[src/rtl/adc_seq_pkg.sv]
package adc_seq_pkg;
  localparam int unsigned REG_CMD  = 0;
  localparam int unsigned REG_STAT = 1;

  typedef enum logic {
    CONV_IDLE,
    CONV_RUN
  } conv_st_e;
endpackage

[src/rtl/adc_cmd_reg.sv]
module adc_cmd_reg #(
  parameter int N_CH = 16,
  parameter int DW   = 32,
  localparam int CH_W = $clog2(N_CH)
) (
  input  logic            clk_i,
  input  logic            rst_ni,
  input  logic            wr_i,
  input  logic [DW-1:0]   wdata_i,
  output logic [N_CH-1:0] cmd_o,
  output logic            start_o,
  output logic [CH_W-1:0] start_ch_o,
  output logic [N_CH-1:0] fall_o
);
  logic [N_CH-1:0] cmd_q, nxt, rise;

  assign nxt    = wdata_i[N_CH-1:0];
  assign rise   = wr_i ? (nxt & ~cmd_q) : '0;
  assign fall_o = wr_i ? (~nxt & cmd_q) : '0;
  assign start_o = |rise;
  assign cmd_o  = cmd_q;

  // lowest rising index wins
  always_comb begin
    start_ch_o = '0;
    for (int i = N_CH - 1; i >= 0; i--)
      if (rise[i]) start_ch_o = CH_W'(i);
  end

  always_ff @(posedge clk_i or negedge rst_ni)
    if (!rst_ni)   cmd_q <= '0;
    else if (wr_i) cmd_q <= nxt;
endmodule

[src/rtl/adc_conv_ctrl.sv]
module adc_conv_ctrl
  import adc_seq_pkg::*;
#(
  parameter int N_CH        = 16,
  parameter int RES_W       = 12,
  parameter int CONV_CYCLES = 2500,
  parameter int SAMPLE_MUL  = 257,
  parameter int SAMPLE_OFF  = 171,
  localparam int CH_W  = $clog2(N_CH),
  localparam int CNT_W = $clog2(CONV_CYCLES + 1)
) (
  input  logic             clk_i,
  input  logic             rst_ni,
  input  logic             start_i,
  input  logic [CH_W-1:0]  start_ch_i,
  output logic             busy_o,
  output logic             done_o,
  output logic [CH_W-1:0]  done_ch_o,
  output logic [RES_W-1:0] sample_o
);
  conv_st_e   st_q;
  logic [CNT_W-1:0] cnt_q;
  logic [CH_W-1:0]  ch_q;
  logic [31:0]      prod;

  assign busy_o    = (st_q == CONV_RUN);
  assign done_o    = busy_o && (cnt_q == '0);
  assign done_ch_o = ch_q;

  // converter stub: deterministic per-channel value
  assign prod     = 32'(ch_q) * 32'(SAMPLE_MUL) + 32'(SAMPLE_OFF);
  assign sample_o = prod[RES_W-1:0];

  always_ff @(posedge clk_i or negedge rst_ni)
    if (!rst_ni) begin
      st_q  <= CONV_IDLE;
      cnt_q <= '0;
      ch_q  <= '0;
    end else begin
      case (st_q)
        CONV_IDLE:
          if (start_i) begin
            st_q  <= CONV_RUN;
            cnt_q <= CNT_W'(CONV_CYCLES - 1);
            ch_q  <= start_ch_i;
          end
        default:
          if (cnt_q == '0) st_q <= CONV_IDLE;
          else             cnt_q <= cnt_q - 1'b1;
      endcase
    end
endmodule

[src/rtl/adc_data_bank.sv]
module adc_data_bank #(
  parameter int N_CH  = 16,
  parameter int RES_W = 12,
  localparam int CH_W = $clog2(N_CH)
) (
  input  logic             clk_i,
  input  logic             rst_ni,
  input  logic             done_i,
  input  logic [CH_W-1:0]  done_ch_i,
  input  logic [RES_W-1:0] sample_i,
  input  logic [N_CH-1:0]  clr_i,
  output logic [RES_W-1:0] res_o [N_CH],
  output logic [N_CH-1:0]  rdy_o
);
  for (genvar g = 0; g < N_CH; g++) begin : g_ch
    logic hit;
    assign hit = done_i && (done_ch_i == CH_W'(g));

    // completion takes effect over a same-edge clear
    always_ff @(posedge clk_i or negedge rst_ni)
      if (!rst_ni) begin
        res_o[g] <= '0;
        rdy_o[g] <= 1'b0;
      end else if (hit) begin
        res_o[g] <= sample_i;
        rdy_o[g] <= 1'b1;
      end else if (clr_i[g]) begin
        rdy_o[g] <= 1'b0;
      end
  end
endmodule

[src/rtl/adc_seq_ctrl.sv]
module adc_seq_ctrl
  import adc_seq_pkg::*;
#(
  parameter int N_CH        = 16,
  parameter int RES_W       = 12,
  parameter int DW          = 32,
  parameter int CONV_CYCLES = 2500,
  parameter int SAMPLE_MUL  = 257,
  parameter int SAMPLE_OFF  = 171,
  localparam int CH_W   = $clog2(N_CH),
  localparam int ADDR_W = CH_W + 1
) (
  input  logic              clk_i,
  input  logic              rst_ni,
  input  logic              we_i,
  input  logic [ADDR_W-1:0] addr_i,
  input  logic [DW-1:0]     wdata_i,
  output logic [DW-1:0]     rdata_o
);
  logic              cmd_wr, start, busy, done;
  logic [N_CH-1:0]   cmd, fall, rdy_vec;
  logic [CH_W-1:0]   start_ch, done_ch, rd_idx;
  logic [RES_W-1:0]  sample;
  logic [RES_W-1:0]  res [N_CH];

  assign cmd_wr = we_i && (addr_i == ADDR_W'(REG_CMD));
  assign rd_idx = addr_i[CH_W-1:0];

  adc_cmd_reg #(.N_CH(N_CH), .DW(DW)) u_cmd (
    .clk_i, .rst_ni, .wr_i(cmd_wr), .wdata_i,
    .cmd_o(cmd), .start_o(start), .start_ch_o(start_ch), .fall_o(fall)
  );

  adc_conv_ctrl #(
    .N_CH(N_CH), .RES_W(RES_W), .CONV_CYCLES(CONV_CYCLES),
    .SAMPLE_MUL(SAMPLE_MUL), .SAMPLE_OFF(SAMPLE_OFF)
  ) u_conv (
    .clk_i, .rst_ni, .start_i(start), .start_ch_i(start_ch),
    .busy_o(busy), .done_o(done), .done_ch_o(done_ch), .sample_o(sample)
  );

  adc_data_bank #(.N_CH(N_CH), .RES_W(RES_W)) u_bank (
    .clk_i, .rst_ni, .done_i(done), .done_ch_i(done_ch), .sample_i(sample),
    .clr_i(fall), .res_o(res), .rdy_o(rdy_vec)
  );

  always_comb begin
    rdata_o = '0;
    if (addr_i[ADDR_W-1]) begin
      if (int'(rd_idx) < N_CH) begin
        rdata_o[RES_W-1:0] = res[rd_idx];
        rdata_o[RES_W]     = rdy_vec[rd_idx];
      end
    end else if (addr_i == ADDR_W'(REG_CMD)) begin
      rdata_o[N_CH-1:0] = cmd;
    end else if (addr_i == ADDR_W'(REG_STAT)) begin
      rdata_o[0] = busy;
    end
  end
endmodule

[config.mk]
export PLATFORM = sky130hd
export DESIGN_NAME = adc_seq_ctrl
export DESIGN_NICKNAME = d
export VERILOG_FILES = /design/src/rtl/adc_seq_pkg.sv /design/src/rtl/adc_cmd_reg.sv /design/src/rtl/adc_conv_ctrl.sv /design/src/rtl/adc_data_bank.sv /design/src/rtl/adc_seq_ctrl.sv
export SDC_FILE = /design/constraint.sdc
export NUM_CORES = 1
export LEC_CHECK = 0
export BUFFER_PORTS_ARGS = -buffer_cell sky130_fd_sc_hd__buf_2
export CAP_MARGIN = 0
export CORE_MARGIN = 4
export CORE_UTILIZATION = 50
export CTS_CLUSTER_DIAMETER = 150
export DETAILED_ROUTE_END_ITERATION = 10
export PLACE_DENSITY_LB_ADDON = 0.12
export SETUP_SLACK_MARGIN = 0.4
export SLEW_MARGIN = 15
export SYNTH_ARGS = -nofsm -noshare
export SYNTH_HDL_FRONTEND = slang
export SYNTH_SLANG_ARGS = --single-unit
[constraint.sdc]
create_clock -name clk_i -period 2.6 [get_ports clk_i]
set_clock_uncertainty 0.15 [all_clocks]
set_input_delay 0.26 -clock clk_i [delete_from_list [all_inputs] [get_ports clk_i]]
set_output_delay 0.26 -clock clk_i [all_outputs]
set_load 0.03 [all_outputs]
## Word level (Yosys, flattened, before mapping)

Cells that the tools add are included.

| operators by class | value |
|---|---|
| add/subtract/negate cells | 2 |
| multipliers | 1 |
| div/mod/pow operators | 0 |
| magnitude comparators | 2 |
| equality and inequality tests | 17 |
| shifts and indexed selects | 0 |
| mux-type cells | 66 |
| bitwise operators | 6 |
| reduce and logical (&&, ||, !) cells | 41 |

Operators with widths:

| cell | number |
|---|---|
| $mux W4 | 16 |
| $mux W12 | 5 |
| $bmux W12 S4 | 1 |
| $mux W1 | 38 |
| $reduce_bool A2 Y1 | 17 |
| $and A16 B16 Y16 | 2 |
| $eq A4 B4 Y1 const B | 8 |
| $mux W16 | 2 |
| $not A16 Y16 | 2 |
| $logic_and A1 B1 Y1 | 18 |
| $eq A4 B3 Y1 const B | 4 |
| $reduce_or A16 Y1 | 1 |
| $mux W15 | 1 |
| $mux W13 | 1 |
| $add A12 B8 Y12 const B | 1 |
| $logic_not A12 Y1 | 1 |
| $mul A4 B9 Y12 const B | 1 |
| $sub A12 B1 Y12 const B | 1 |
| $eq A4 B2 Y1 const B | 2 |
| $eq A5 B1 Y1 const B | 1 |
| $ge A5 B5 Y1 const B | 1 |
| $logic_not A5 Y1 | 1 |
| $lt A4 B5 Y1 const B | 1 |
| $not A4 Y5 | 1 |
| 7 further kinds | 8 |

| word-level totals | value |
|---|---|
| bits in registers | 241 |
| bits in latches | 0 |
| memory bits (writable) | 0 |
| bits in read-only memories | 0 |
| input port bits | 40 |
| logic and storage cells | 171 |
| memories | 0 |

## Logic depth before layout (Yosys ltp)

Gate-level depths: netlist (run 1).

| depth | value |
|---|---|
| depth in word-level cells | 19 |
| mapped depth | 10 |
| gate-level depth less buffers | 7 |

## Cells and area by module

Synthesis (run 1) repeated with hierarchy kept, for this count alone.

| unflattened totals | value |
|---|---|
| cell total of the unflattened synthesis | 914 |
| area total of the unflattened synthesis | 12045.3 um^2 |

By module, submodules not included:

| module | instances | cells an instance | area each (um^2) |
|---|---|---|---|
| adc_data_bank | 1 | 487 | 7902.6 |
| adc_seq_ctrl | 1 | 204 | 2037.0 |
| adc_cmd_reg | 1 | 115 | 1087.3 |
| adc_conv_ctrl | 1 | 108 | 1018.5 |

## Worst setup path after synthesis (run 1)

OpenSTA, ideal clock, no wires.

| timing path | value |
|---|---|
| path kind | in2out |
| start | input port addr_i[0] |
| end | output port rdata_o[0] |
| data arrival time | 2.079 ns |
| path slack | 0.111 ns |
| stages on the path | 7 |
| buffers on the path | 2 |
| cells stage by stage | buf_2 -> buf_2 -> mux2i_1 -> or3_1 -> a21oi_1 -> a31oi_1 -> o21ai_0 |

| between the ends | value |
|---|---|
| cells in the longest elaborated chain, start to end | 5 |

RTL lines:

| element | RTL line | text |
|---|---|---|
| from (decl) | adc_seq_ctrl.sv:16 | `input logic [ADDR_W-1:0] addr_i,` |
| $not A4 Y5 (implied by the code) | adc_seq_ctrl.sv:51 | `rdata_o[RES_W-1:0] = res[rd_idx];` |
| $bmux W12 S4 | adc_seq_ctrl.sv:51 |  |
| $mux W12 (implied by the code) (2 in a row) | adc_seq_ctrl.sv:51 |  |
| $mux W13 * | adc_seq_ctrl.sv:49 | `if (addr_i[ADDR_W-1]) begin` |
| to (decl) | adc_seq_ctrl.sv:18 | `output logic [DW-1:0] rdata_o` |

Mark *: on every way between the ends. The rest lies on a longest branch, timed or not. The select of a mux whose other input is x is not followed.

## Worst setup path in the final report (run 1)

| timing path | value |
|---|---|
| start | register u_bank.res_o[55] in the netlist's numbering |
| end | output port rdata_o[7] |

| between the ends | value |
|---|---|
| cells in the longest elaborated chain, start to end | 4 |

RTL lines:

| element | RTL line | text |
|---|---|---|
| from (decl) | adc_data_bank.sv:12 | `output logic [RES_W-1:0] res_o [N_CH],` |
| from (signal, indexed assignment) | adc_data_bank.sv:25 | `res_o[g] <= sample_i;` |
| $bmux W12 S4 | adc_seq_ctrl.sv:51 |  |
| $mux W12 (implied by the code) (2 in a row) | adc_seq_ctrl.sv:51 |  |
| $mux W13 | adc_seq_ctrl.sv:49 |  |

Every way passes these cells. The select of a mux whose other input is x is not followed.

==> results of run 1 <==
-- power by group --
part	total [mW]	switching (mW)	leakage [nW]	internal [mW]
clock network	3.80	1.51	0.433	2.29
logic	1.16	0.656	3.41	0.501
registers	4.06	0.171	3.25	3.89
-- cell usage in the layout (no fill, tap or decap), types with 28 or more instances in the layout --
cell type	netlist	layout
buf_4	20	67
buf_6	6	50
clkbuf_16	0	32
dfrtp_1	241	235
mux2_4	2	60
mux2i_1	32	28
mux4_2	52	52
nand2_1	95	57
nand2_2	0	33
nand2b_1	59	57
o21ai_0	100	43
o21ai_1	3	37
-- logic make-up after synthesis --
| group | Yosys count |
|---|---|
| compound gates | 158 |
| xor+xnor | 3 |
| fa+ha+maj | 9 |
| buf+inv | 89 |
| flops | 241 |
| mux | 162 |
| other cells | 1 |
| simple gates | 271 |
-- metrics by stage --
stage	util [%]	total power, mW
2_1_floorplan	-	4.69
3_3_place_gp	54.2	4.99
3_5_place_dp	54.2	5.00
4_1_cts	62.9	8.98
5_1_grt	67.3	9.40
6_report	67.3	9.02
-- path summary, 6_finish.rpt --
| check | to | slack [ns] | cells past startpoint |
|---|---|---|---|
| setup / recovery | rdata_o[7] | -0.04 | 6 |
| hold / removal | u_bank.res_o[24]$_DFFE_PN0P_ | 0.09 | 2 |
| setup reg to reg | u_bank.res_o[182]$_DFFE_PN0P_ | 0.27 | 8 |
| hold reg to reg | u_bank.res_o[106]$_DFFE_PN0P_ | 0.31 | 1 |
| max in group asynchronous | u_conv.cnt_q[4]$_DFFE_PN0P_ | 1.49 | 3 |
| min in group clk_i | u_conv.done_ch_o[3]$_DFFE_PN0P_ | 0.11 | 4 |
-- registers in the layout, summed over array words and instances (netlist names) --
signal,count
u_bank.rdy_o,16
u_cmd.cmd_o,16
u_conv.done_ch_o,4
u_conv.busy_o,1
u_bank.res_o,192
u_conv.cnt_q,12
-- metal layers --
layer,track usage (%),vias to the layer above
li1,-,3671
met5,0,-
met4,6.27,0
met1,36.1,4267
met2,36.2,275
met3,4.10,55
-- layout make-up --
class                           instances  area (sq um)
Inverter                               16          60.1
Multi-Input combinational cell        625          5810
Clock buffer                           39           791
Timing Repair Buffer                  196          2100
Fill cell                            1609          7390
Sequential cell                       241          6040
Clock inverter                          7          91.3
Tap cell                              285           357
-- repair_timing --
item / in CTS / in global routing
setup buffers: 41 / 27
endpoints found under the hold margin: 274 / 0
endpoints found under the setup margin: 160 / 169
pin swaps: 12 / 46
gates cloned: 11 / 7
hold buffers: 17 / 0
resized for setup: 113 / 214
==> results.tsv, run 1 <==
metric	value	unit
Final min period	2.64	ns
CP Max Fanout	2	
Overflow after GRT	0	
CTS clk-pin slew, worst paths	0.06	ns
IO Pins	72	
n_diodes	0	
mux cell area share after synthesis	20.7	%
Async S/R FF share, synth	100	%
compound-gate portion of the synthesized area	7.91	%
Worst-Margin Slew	0.694	ns
Detail Placement HPWL	18200	microns
final net count	1156	
setup ws final	-0.0445	ns
total die area	0.0255	sq mm
number of synthesis warnings	0	
Syn-to-layout area delta	32.7	%
Synth Cell Area	0.0115	sq mm
RSZ-0062 raised after global routing	true	
H-tree depth	1	
Final Non-Filler Cells	1409	
reg2reg start	u_conv.cnt_q[5]$_DFFE_PN0P_	
Routed met2 length	15100	microns
post-synth top area share	52.5	%
pwr dens	592	mW/mm^2
worst skew pair latency	0.53	ns
Max Fclk	378	MHz
WL/cell	23.1	microns
most frequent cells after synthesis	dfrtp_1, o21ai_0, nand2_1	
Initial Utilization	50.8	%
largest family of logic cells by synthesized area	multiplexers	
CP top delay family	multiplexers	
leakage dissipation	7.10	nW
critical path class	reg2out	
Slew Viols, Final	0	
critical path required time	2.19	ns
Worst setup SP type	register	
status	finished, violations left	
Setup crit end kind	output port	
Metal-1 WL	14700	microns
# setup viols final	3	
Post-Synth Simple-Gate Area	13.6	%
Max Cap Viol	0	
peak supply drop	0.546	mV
Num CTS Buffers	27	
slowest stage delay, CP	0.49	ns
die width	160	microns
critical-path cell list	mux4_2, mux2i_2, nor2_2, a21oi_2, o21ai_1, buf_4	
HP Class	in2async	
highest signal layer in the routed design	met4	
violated checks	negative setup slack	
Critical Path Slowest Stage Cell	mux4_2	
initial DRC count	557	
Max Buffers Root-to-Sink	3	
WL final	32600	microns
routed vias/inst	5.87	
CTS tree	done	
Cells after DPL	1260	
first-pass GRT wire length	47800	microns
core footprint	0.0226	sq mm
Final Hold Fails	0	
Bufs and invs on worst path	1	
# DRC	0	
Synth area leaders	dfrtp_1, mux4_2, mux2_2	
vias in the first global route	8097	
Clock Sinks	241	
Setup TNS	-0.0749	ns
average cell area after synthesis	12.3	sq um
Final ANT Viol Nets	0	
pre-CTS setup slack	0.0392	ns
#FFs+latches synth	241	
post-synthesis sequential area ratio	52.5	%
Synth Instances	934	
Synth cell types	63	
Routed met3 length	1860	microns
PortBufs	39	
Slew HR	53.7	%
post-synthesis xor/xnor area fraction	0.229	%
DP Area	0.0123	sq mm
Via Count	8268	
largest net degree at the start of global routing	57	
router iterations before antenna repair	4	
cell taking the most area after synthesis	dfrtp_1	
worst setup path startpoint	u_bank.res_o[55]$_DFFE_PN0P_	
worst hold slack	0.0943	ns
post-layout instance area	0.0152	sq mm
initial antenna violation count	0	
Core Rows	55	
Root Buffer Master	clkbuf_16	
Synth Flop Type	dfrtp_1	
data arrival time of the worst path	2.23	ns
Final period util	102	%
most common cell in the netlist	dfrtp_1	
share of layout cells above drive strength 1	43.4	%
RePlAce Congestion	0.825	
post-synthesis adder-cell area fraction	0.980	%
Post-synth EDFFs	0	
GR Util All Layers	23.9	%
Chip Height	160	microns
(Power assumes the default switching activity.)
==> run 2, diff against run 1 <==
--- a/config.mk
+++ b/config.mk
@@ -12,6 +12,7 @@
 export CTS_CLUSTER_DIAMETER = 150
 export DETAILED_ROUTE_END_ITERATION = 10
 export PLACE_DENSITY_LB_ADDON = 0.12
+export REMOVE_ABC_BUFFERS = 1
 export SETUP_SLACK_MARGIN = 0.4
 export SLEW_MARGIN = 15
 export SYNTH_ARGS = -nofsm -noshare
==> results.tsv, run 2 (synthesis results as in run 1) <==
metric	value	unit
status	complete, no violations	
most common cell after layout, fill and taps aside	dfrtp_1	
Setup TNS	0	ns
Gate power share	11.4	%
Slew HR	51.1	%
share of layout cells above drive strength 1	35.0	%
Via Count	7589	
slowest stage delay, CP	0.49	ns
final net count	1107	
Cells after DPL	1253	
Final Hold Fails	0	
leakage dissipation	6.71	nW
Critical Path Slowest Stage Cell	mux4_2	
RSZ-0062 raised after global routing	true	
Root Buffer Master	clkbuf_16	
Clock power frac	42.5	%
PortBufs	39	
most frequent cells in the layout	dfrtp_1, nand2_1, o21ai_0	
initial antenna violation count	0	
post-layout instance area	0.0143	sq mm
WL/cell	21.6	microns
Overflow after GRT	0	
Biggest register	u_bank.res_o	
worst hold slack	0.0574	ns
critical path required time	2.19	ns
Detail Placement HPWL	18200	microns
first-pass GRT wire length	44400	microns
H-tree depth	1	
data arrival time of the worst path	2.18	ns
Final ANT Viol Nets	0	
Setup crit end kind	output port	
P_int	6.54	mW
critical path class	reg2out	
n_diodes	0	
pre-CTS setup slack	0.0825	ns
routed vias/inst	5.57	
total die area	0.0255	sq mm
CP top delay family	multiplexers	
Final min period	2.59	ns
Chip Height	160	microns
Final period util	99.7	%
Max Cap Viol	0	
Net Sw Frac	25.9	%
WL final	29500	microns
HP Class	in2reg	
CTS clk-pin slew, worst paths	0.06	ns
# setup viols final	0	
initial DRC count	579	
RePlAce Congestion	0.813	
IO Pins	72	
Final Non-Filler Cells	1362	
peak supply drop	0.408	mV
setup ws final	0.00819	ns
GR Util All Layers	21.9	%
Max Fclk	386	MHz
DP Area	0.0122	sq mm
Syn-to-layout area delta	24.7	%
critical-path cell list	mux4_2, mux2i_1, nor2_1, a21oi_1, o21ai_0, buf_4	
largest net degree at the start of global routing	74	
worst skew pair latency	0.53	ns
Slew Viols, Final	0	
Max Buffers Root-to-Sink	3	
pwr dens	616	mW/mm^2
vias in the first global route	7664	
Initial Utilization	50.8	%
core footprint	0.0226	sq mm
Fillers	1699	
Worst setup SP type	register	
Core Rows	55	
router iterations before antenna repair	5	
Flop pwr share	46.1	%
die width	160	microns
Net Switching	2.29	mW
CP Max Fanout	2	
Num CTS Buffers	27	
Clock Sinks	241	
max reg flops	192	
Worst-Margin Slew	0.731	ns
# DRC	0	
Bufs and invs on worst path	1	
CTS tree	done	
[run 2: final timing paths]
kind / cells after the start / to / start / slack (ns)
worst max-delay path: 6 / rdata_o[8] / u_bank.res_o[68]$_DFFE_PN0P_ / 0.008
worst min-delay path: 4 / u_conv.done_ch_o[3]$_DFFE_PN0P_ / we_i / 0.06
worst max register to register: 10 / u_bank.res_o[56]$_DFFE_PN0P_ / u_conv.cnt_q[0]$_DFFE_PN0P_ / 0.39
worst min register to register: 1 / u_bank.res_o[19]$_DFFE_PN0P_ / u_bank.res_o[19]$_DFFE_PN0P_ / 0.31
max in group asynchronous: 3 / u_bank.res_o[66]$_DFFE_PN0P_ / rst_ni / 1.39
min in group asynchronous: 2 / u_bank.res_o[142]$_DFFE_PN0P_ / rst_ni / 0.13
[run 2: metal layers]
metal  routed length, microns  track usage (%)  part of all wire [%]  vias to the layer above
li1                         -                -                     -                     3540
met1                    14400             33.5                    49                     3877
met2                    13600             34.2                    46                      133
met3                     1080             2.53                   3.7                       39
met4                      467             4.73                   1.6                        0
met5                        0                0                     0                        -
[run 2: timing repair]
action,4_1_cts,5_1_grt
pin swaps,4,15
setup endpoints to repair,133,132
gates resized for setup,55,122
cloned,0,7
hold endpoints to repair,180,0
hold buffers,17,0
setup buffers,23,14
[run 2: final cells by class]
cell class	instances	area [sq um]	area share, %
multi-input cells	619	5410	37.8
flip-flops and latches	241	6030	42.1
clock buffers	41	808	5.64
inverters	16	60.1	0.419
well taps	285	357	2.49
clock inverters	7	63.8	0.445
repair buffers	153	1600	11.2
[run 2: power groups by stage]
stage	clock network [mW]	logic (mW)	registers [mW]
3_3_place_gp	0	0.884	4.12
6_report	3.75	1.01	4.07
5_1_grt	4.00	1.11	4.08
4_1_cts	3.81	0.971	4.06
3_5_place_dp	0	0.898	4.12
2_1_floorplan	0	0.509	4.10
[run 2: metrics by stage]
stage	utilization, %	power (mW)
after floorplan	-	4.61
after global placement	54.0	5.00
after detailed placement	54.0	5.02
after CTS	60.4	8.84
after global routing	63.3	9.19
final	63.3	8.83
[run 2: worst reg2reg max path, stage by stage, from the launching register on]
cell       delay (ns)
dfrtp_1          0.39
inv_2            0.08
ha_4             0.14
and4bb_1         0.24
and4b_1          0.29
buf_12           0.18
nand3_4          0.13
buf_12           0.17
clkbuf_16        0.16
nand2_1          0.08
o21ai_1          0.08
